[config.mk]
export PLATFORM = sky130hd
export DESIGN_NAME = wfd_pin_driver
export DESIGN_NICKNAME = d
export VERILOG_FILES = /design/src/rtl/wfd_pkg.sv /design/src/rtl/wfd_slot_timer.sv /design/src/rtl/wfd_seq_mem.sv /design/src/rtl/wfd_step_exec.sv /design/src/rtl/wfd_pin_driver.sv
export SDC_FILE = /design/constraint.sdc
export NUM_CORES = 1
export LEC_CHECK = 0
export ABC_AREA = 1
export CORE_MARGIN = 2
export CORE_UTILIZATION = 40
export CTS_CLUSTER_SIZE = 28
export DETAILED_ROUTE_END_ITERATION = 12
export GPL_TIMING_DRIVEN = 0
export PLACE_DENSITY = 0.58
export SYNTH_ARGS = -nofsm -noshare
export SYNTH_HDL_FRONTEND = slang
export SYNTH_HIERARCHICAL = 1
export SYNTH_SLANG_ARGS = --single-unit
[constraint.sdc]
create_clock -name clk_i -period 5.1 [get_ports clk_i]
set_input_delay 1.02 -clock clk_i [delete_from_list [all_inputs] [get_ports clk_i]]
set_output_delay 1.02 -clock clk_i [all_outputs]
set_load 0.01 [all_outputs]
[src/rtl/wfd_pkg.sv]
package wfd_pkg;
  localparam int EDGE_W = 3;
  localparam logic [EDGE_W-1:0] EDGE_END = 3'd7;

  typedef enum logic [1:0] {
    ACT_LOW    = 2'd0,
    ACT_HIGH   = 2'd1,
    ACT_OFF    = 2'd2,
    ACT_TOGGLE = 2'd3
  } act_e;

  typedef struct packed {
    logic [EDGE_W-1:0] edge_idx;
    act_e              act;
  } step_t;

  localparam int STEP_BITS = $bits(step_t);
endpackage

[src/rtl/wfd_slot_timer.sv]
module wfd_slot_timer #(
  parameter  int NSLOT  = 8,
  parameter  int NWAVE  = 8,
  localparam int SLOT_W = $clog2(NSLOT),
  localparam int WAVE_W = $clog2(NWAVE)
) (
  input  logic              clk_i,
  input  logic              rst_ni,
  input  logic [WAVE_W-1:0] sel_i,
  output logic [SLOT_W-1:0] slot_o,
  output logic [WAVE_W-1:0] wave_o,
  output logic              cyc_o
);
  localparam logic [SLOT_W-1:0] LAST_SLOT = SLOT_W'(NSLOT - 1);

  logic [SLOT_W-1:0] slot_q;
  logic [WAVE_W-1:0] wave_q;
  logic              last_slot;

  assign last_slot = (slot_q == LAST_SLOT);

  always_ff @(posedge clk_i or negedge rst_ni) begin
    if (!rst_ni) begin
      slot_q <= '0;
      wave_q <= '0;
    end else if (last_slot) begin
      slot_q <= '0;
      wave_q <= sel_i;
    end else begin
      slot_q <= slot_q + 1'b1;
    end
  end

  assign slot_o = slot_q;
  assign wave_o = wave_q;
  assign cyc_o  = (slot_q == '0);
endmodule

[src/rtl/wfd_seq_mem.sv]
module wfd_seq_mem import wfd_pkg::*; #(
  parameter  int NEDGE   = 6,
  parameter  int NWAVE   = 8,
  parameter  int NSTEP   = 4,
  parameter  int NSLOT   = 8,
  localparam int SLOT_W  = $clog2(NSLOT),
  localparam int WAVE_W  = $clog2(NWAVE),
  localparam int STEP_IW = $clog2(NSTEP),
  localparam int SADDR_W = WAVE_W + STEP_IW,
  localparam int CFG_AW  = 1 + ((SADDR_W > EDGE_W) ? SADDR_W : EDGE_W),
  localparam int CFG_DW  = (SLOT_W > STEP_BITS) ? SLOT_W : STEP_BITS
) (
  input  logic              clk_i,
  input  logic              rst_ni,
  input  logic              cfg_we_i,
  input  logic [CFG_AW-1:0] cfg_addr_i,
  input  logic [CFG_DW-1:0] cfg_wdata_i,
  input  logic [WAVE_W-1:0] wave_i,
  output step_t             steps_o    [NSTEP],
  output logic [SLOT_W-1:0] edge_pos_o [NEDGE]
);
  localparam logic [EDGE_W-1:0] NEDGE_L  = EDGE_W'(NEDGE);
  localparam step_t             STEP_RST = '{edge_idx: EDGE_END, act: ACT_LOW};

  step_t             mem_q  [NWAVE][NSTEP];
  logic [SLOT_W-1:0] edge_q [NEDGE];

  logic               is_edge;
  logic [WAVE_W-1:0]  wr_wave;
  logic [STEP_IW-1:0] wr_step;
  logic [EDGE_W-1:0]  wr_edge;

  assign is_edge = cfg_addr_i[CFG_AW-1];
  assign wr_wave = cfg_addr_i[STEP_IW +: WAVE_W];
  assign wr_step = cfg_addr_i[0 +: STEP_IW];
  assign wr_edge = cfg_addr_i[0 +: EDGE_W];

  always_ff @(posedge clk_i or negedge rst_ni) begin
    if (!rst_ni) begin
      for (int w = 0; w < NWAVE; w++)
        for (int s = 0; s < NSTEP; s++)
          mem_q[w][s] <= STEP_RST;
    end else if (cfg_we_i && !is_edge) begin
      mem_q[wr_wave][wr_step] <= step_t'(cfg_wdata_i[STEP_BITS-1:0]);
    end
  end

  // edge numbers at or above NEDGE are dropped
  always_ff @(posedge clk_i or negedge rst_ni) begin
    if (!rst_ni) begin
      for (int e = 0; e < NEDGE; e++) edge_q[e] <= '0;
    end else if (cfg_we_i && is_edge && (wr_edge < NEDGE_L)) begin
      edge_q[wr_edge] <= cfg_wdata_i[SLOT_W-1:0];
    end
  end

  for (genvar k = 0; k < NSTEP; k++) begin : g_rd
    assign steps_o[k] = mem_q[wave_i][k];
  end

  for (genvar e = 0; e < NEDGE; e++) begin : g_edge
    assign edge_pos_o[e] = edge_q[e];
  end
endmodule

[src/rtl/wfd_step_exec.sv]
module wfd_step_exec import wfd_pkg::*; #(
  parameter  int NEDGE  = 6,
  parameter  int NSTEP  = 4,
  parameter  int NSLOT  = 8,
  localparam int SLOT_W = $clog2(NSLOT)
) (
  input  step_t             steps_i    [NSTEP],
  input  logic [SLOT_W-1:0] edge_pos_i [NEDGE],
  input  logic [SLOT_W-1:0] slot_i,
  input  logic              pin_i,
  input  logic              oe_i,
  output logic              pin_o,
  output logic              oe_o,
  output logic              hit_o,
  output logic              err_o
);
  localparam logic [EDGE_W-1:0] NEDGE_L = EDGE_W'(NEDGE);

  logic              stop;
  logic              nxt_pin, nxt_oe;
  logic [SLOT_W-1:0] last_pos, pos;

  // walk the steps in order; ordering check is slot independent
  always_comb begin
    stop     = 1'b0;
    last_pos = '0;
    pos      = '0;
    nxt_pin  = pin_i;
    nxt_oe   = oe_i;
    hit_o    = 1'b0;
    err_o    = 1'b0;
    for (int k = 0; k < NSTEP; k++) begin
      if (!stop) begin
        if (steps_i[k].edge_idx == EDGE_END) begin
          stop = 1'b1;
        end else if (steps_i[k].edge_idx >= NEDGE_L) begin
          err_o = 1'b1;
        end else begin
          pos = edge_pos_i[steps_i[k].edge_idx];
          if (pos < last_pos) begin
            err_o = 1'b1;
          end else begin
            last_pos = pos;
            if (pos == slot_i) begin
              hit_o = 1'b1;
              unique case (steps_i[k].act)
                ACT_LOW:    begin nxt_pin = 1'b0;     nxt_oe = 1'b1; end
                ACT_HIGH:   begin nxt_pin = 1'b1;     nxt_oe = 1'b1; end
                ACT_OFF:    begin                     nxt_oe = 1'b0; end
                ACT_TOGGLE: begin nxt_pin = ~nxt_pin; nxt_oe = 1'b1; end
                default:    begin end
              endcase
            end
          end
        end
      end
    end
    pin_o = nxt_pin;
    oe_o  = nxt_oe;
  end
endmodule

[src/rtl/wfd_pin_driver.sv]
module wfd_pin_driver import wfd_pkg::*; #(
  parameter  int NEDGE   = 6,
  parameter  int NWAVE   = 8,
  parameter  int NSTEP   = 4,
  parameter  int NSLOT   = 8,
  localparam int SLOT_W  = $clog2(NSLOT),
  localparam int WAVE_W  = $clog2(NWAVE),
  localparam int STEP_IW = $clog2(NSTEP),
  localparam int SADDR_W = WAVE_W + STEP_IW,
  localparam int CFG_AW  = 1 + ((SADDR_W > EDGE_W) ? SADDR_W : EDGE_W),
  localparam int CFG_DW  = (SLOT_W > STEP_BITS) ? SLOT_W : STEP_BITS
) (
  input  logic              clk_i,
  input  logic              rst_ni,
  input  logic [WAVE_W-1:0] sel_i,
  input  logic              cfg_we_i,
  input  logic [CFG_AW-1:0] cfg_addr_i,
  input  logic [CFG_DW-1:0] cfg_wdata_i,
  output logic              pin_o,
  output logic              oe_o,
  output logic              err_o,
  output logic              cyc_o
);
  logic [SLOT_W-1:0] slot_w;
  logic [WAVE_W-1:0] wave_w;
  step_t             steps_w [NSTEP];
  logic [SLOT_W-1:0] edge_w  [NEDGE];
  logic              nxt_pin, nxt_oe, hit_w, err_w;
  logic              pin_q, oe_q;

  wfd_slot_timer #(.NSLOT(NSLOT), .NWAVE(NWAVE)) u_timer (
    .clk_i  (clk_i),
    .rst_ni (rst_ni),
    .sel_i  (sel_i),
    .slot_o (slot_w),
    .wave_o (wave_w),
    .cyc_o  (cyc_o)
  );

  wfd_seq_mem #(.NEDGE(NEDGE), .NWAVE(NWAVE), .NSTEP(NSTEP), .NSLOT(NSLOT)) u_mem (
    .clk_i       (clk_i),
    .rst_ni      (rst_ni),
    .cfg_we_i    (cfg_we_i),
    .cfg_addr_i  (cfg_addr_i),
    .cfg_wdata_i (cfg_wdata_i),
    .wave_i      (wave_w),
    .steps_o     (steps_w),
    .edge_pos_o  (edge_w)
  );

  wfd_step_exec #(.NEDGE(NEDGE), .NSTEP(NSTEP), .NSLOT(NSLOT)) u_exec (
    .steps_i    (steps_w),
    .edge_pos_i (edge_w),
    .slot_i     (slot_w),
    .pin_i      (pin_q),
    .oe_i       (oe_q),
    .pin_o      (nxt_pin),
    .oe_o       (nxt_oe),
    .hit_o      (hit_w),
    .err_o      (err_w)
  );

  always_ff @(posedge clk_i or negedge rst_ni) begin
    if (!rst_ni) begin
      pin_q <= 1'b0;
      oe_q  <= 1'b0;
    end else begin
      pin_q <= nxt_pin;
      oe_q  <= nxt_oe;
    end
  end

  assign pin_o = pin_q;
  assign oe_o  = oe_q;
  assign err_o = err_w;
endmodule

==> metrics.md <==
| Metric | Value |
|---|---|
| Critical Path Source Type | register |
| Peak VDD IR | 195.9 uV |
| CTS Buf Count | 17 |
| RePlAce Congestion | 0.9136 |
| Core ar. | 27,630 um^2 |
| Status | complete, but fails checks |
| Cell Area, Placed | 11,800 um^2 |
| Avg Cell Area, Syn | 6.994 um^2 |
| Final Setup Violations | 1 |
| Wirelength per Cell | 17.31 um |
| 1st-iter DRT viols | 893 |
| RSZ-0062 raised after global routing | yes |
| Worst Max-Slew Pin Slew | 894.1 ps |
| Final Core Density | 47.98% |
| Clock Skew | 8.439 ps |
| Cell mode on critical path | nand2_2 |
| Final instance area | 13,260 um^2 |
| Slew margin rel. | 40.39% |
| Pre-antenna DRT Iters | 6 |
| Levels on crit path | 37 |
| Power per cell area | 361.2 nW/um^2 |
| Final WL | 35,600 um |
| Slowest stage cell, crit path | dfrtp_2 |
| Vias in the first global route | 9,777 |
| # IOs | 21 |
| Min Hold Slack | 464.1 ps |
| R2R cell count | 38 |
| Share of cells above drive strength 1 | 20.80% |
| Initial antenna violation count | 1 |
| Critical Path Sink Type | output pin |
| Drt drc | 0 |
| Clock Latency Late Sink | 440 ps |
| CP top delay family | simple AND/OR/NAND/NOR gates |
| HP Class | reg2reg |
| Worst setup startpoint | u_timer/wave_o[0] |
| Port Buffers | 15 |
| Inserted Diodes | 0 |
| Pleak | 6.574 nW |
| Crit path largest cell delay | 450 ps |
| Setup TNS Final | -694.4 ps |
| Grt total ovfl | 0 |
| Syn nets | 1,621 |
| Max-slew violations | 0 |
| Initial Util | 40.32% |
| CTS Root Cell | clkbuf_16 |
| # fillers | 2,865 |
| CP required | 4080 ps |
| Vias/cell | 5.063 |
| Max clock buf depth | 2 |
| Layout area overhead | 18.99% |
| Tcrit/Tclk final | 113.6% |
| Buf+Inv Stages, Crit Path | 9 |
| Top fanout value on the critical path | 8 |
| CTS Sinks | 186 |
| Hold Path Origin | u_mem/mem_q[93] |
| Violated checks | negative setup slack |
| Largest net degree at the start of global routing | 109 |
| Final hold vios | 0 |
| ANT nets after route | 0 |
| DIE AREA | 29,200 um^2 |
| Tmin final | 5794 ps |
| Clk slew on worst S/H paths | 70 ps |
| HPWL Detailed | 25,020 um |
| First-pass GRT wire length | 54,860 um |
| Final Power | 4.788 mW |
| H-tree levels | 4 |
| Max cap viols | 0 |
| Via count | 10,409 |
| Reg-to-Reg Start | u_timer/wave_o[0] |
| Yosys Warn Count | 6 |
| Hold Path Depth | 2 |
| CTS Hold Buffers Added | 0 |
| CTS tree | yes |
| Die Wd | 170.9 um |
| Nets@finish | 1,693 |
| Max Freq | 0.1726 GHz |
| Die Height | 170.9 um |
| GRT Total Usage | 25.04% |
| Critical path class | reg2out |
| Crit path arrival time | 4770 ps |
| Row cnt | 61 |
| Cells after synthesis | 1,593 |
| Synthesized cell area | 11,140 um^2 |
| Fin worst setup slack | -694.4 ps |
-- worst reg2reg max path, delay by kind of cell, from the launching register on --
kind	cells	cell delay (ps)
fa+ha+maj	3	780
flops	1	450
simple gates	20	1560
buf+inv	10	1030
compound gates	5	600
-- cells in the final DEF (no fill, tap or decap), drive strengths merged, types with 2 or more instances in the layout --
| cell type | n |
|---|---|
| o21ai | 123 |
| nor4 | 2 |
| dfrtp | 90 |
| dfstp | 96 |
| ha | 11 |
| buf | 82 |
| nand2 | 675 |
| xor2 | 8 |
| clkinvlp | 2 |
| inv | 234 |
| clkbuf | 50 |
| nor2 | 40 |
| clkinv | 5 |
| o211ai | 9 |
| o2111ai | 2 |
| nand3 | 165 |
| nand4 | 33 |
| bufinv | 4 |
| nor3 | 5 |
| a21oi | 24 |
| clkdlybuf4s50 | 13 |
-- path summary, 6_finish.rpt --
check / end / slack, ps
max: err_o / -690
min: u_mem/mem_q[93] / 460
max reg2reg: pin_o / 610
min reg2reg: u_mem/mem_q[93] / 460
max in group asynchronous: u_mem/edge_pos_o[12] / 3530
min in group asynchronous: u_mem/mem_q[55] / 580
-- registers in the layout, summed over array words and instances (netlist names) --
signal,cells
u_timer/wave_o,3
pin_o,1
u_mem/edge_pos_o,18
oe_o,1
u_mem/mem_q,160
u_timer/slot_o,3
-- power breakdown --
part | leakage (nW) | internal, mW | switching [mW]
Combinational | 4.10 | 0.577 | 0.881
Sequential | 2.18 | 1.75 | 0.137
Clock | 0.302 | 0.841 | 0.602
Total | 6.57 | 3.17 | 1.62
-- through the flow --
step,std cells,setup slack [ps]
finish,2056,-694.4
global route,2056,-962.6
CTS,2041,-674.9
detailed placement,1987,-1560
global placement,1986,-5018
floorplan,1593,20.91
-- timing repair --
action / 4_1_cts / 5_1_grt
resized for setup: 97 / 70
gates cloned: 1 / 0
pin swaps: 19 / 34
setup buffers: 22 / 17
setup endpoints to repair: 3 / 1
-- final cells by class --
type                            instances  area [um^2]  area share (%)
Timing Repair Buffer                   55        490.5           3.700
Inverter                              233        894.6           6.748
Clock buffer                           20        446.7           3.370
Clock inverter                         12        187.7           1.416
Sequential cell                       186         4777           36.04
Multi-Input combinational cell       1102         5431           40.97
Buffer                                 70        555.5           4.191
Tap cell                              378        473.0           3.568
-- routing by layer --
layer | track usage [%] | part of all wire (%)
met2 | 39.50 | 46
met3 | 4.881 | 6.4
met1 | 33.94 | 44
met5 | 0 | 0
met4 | 9.948 | 3.5
(Power assumes the default switching activity.)
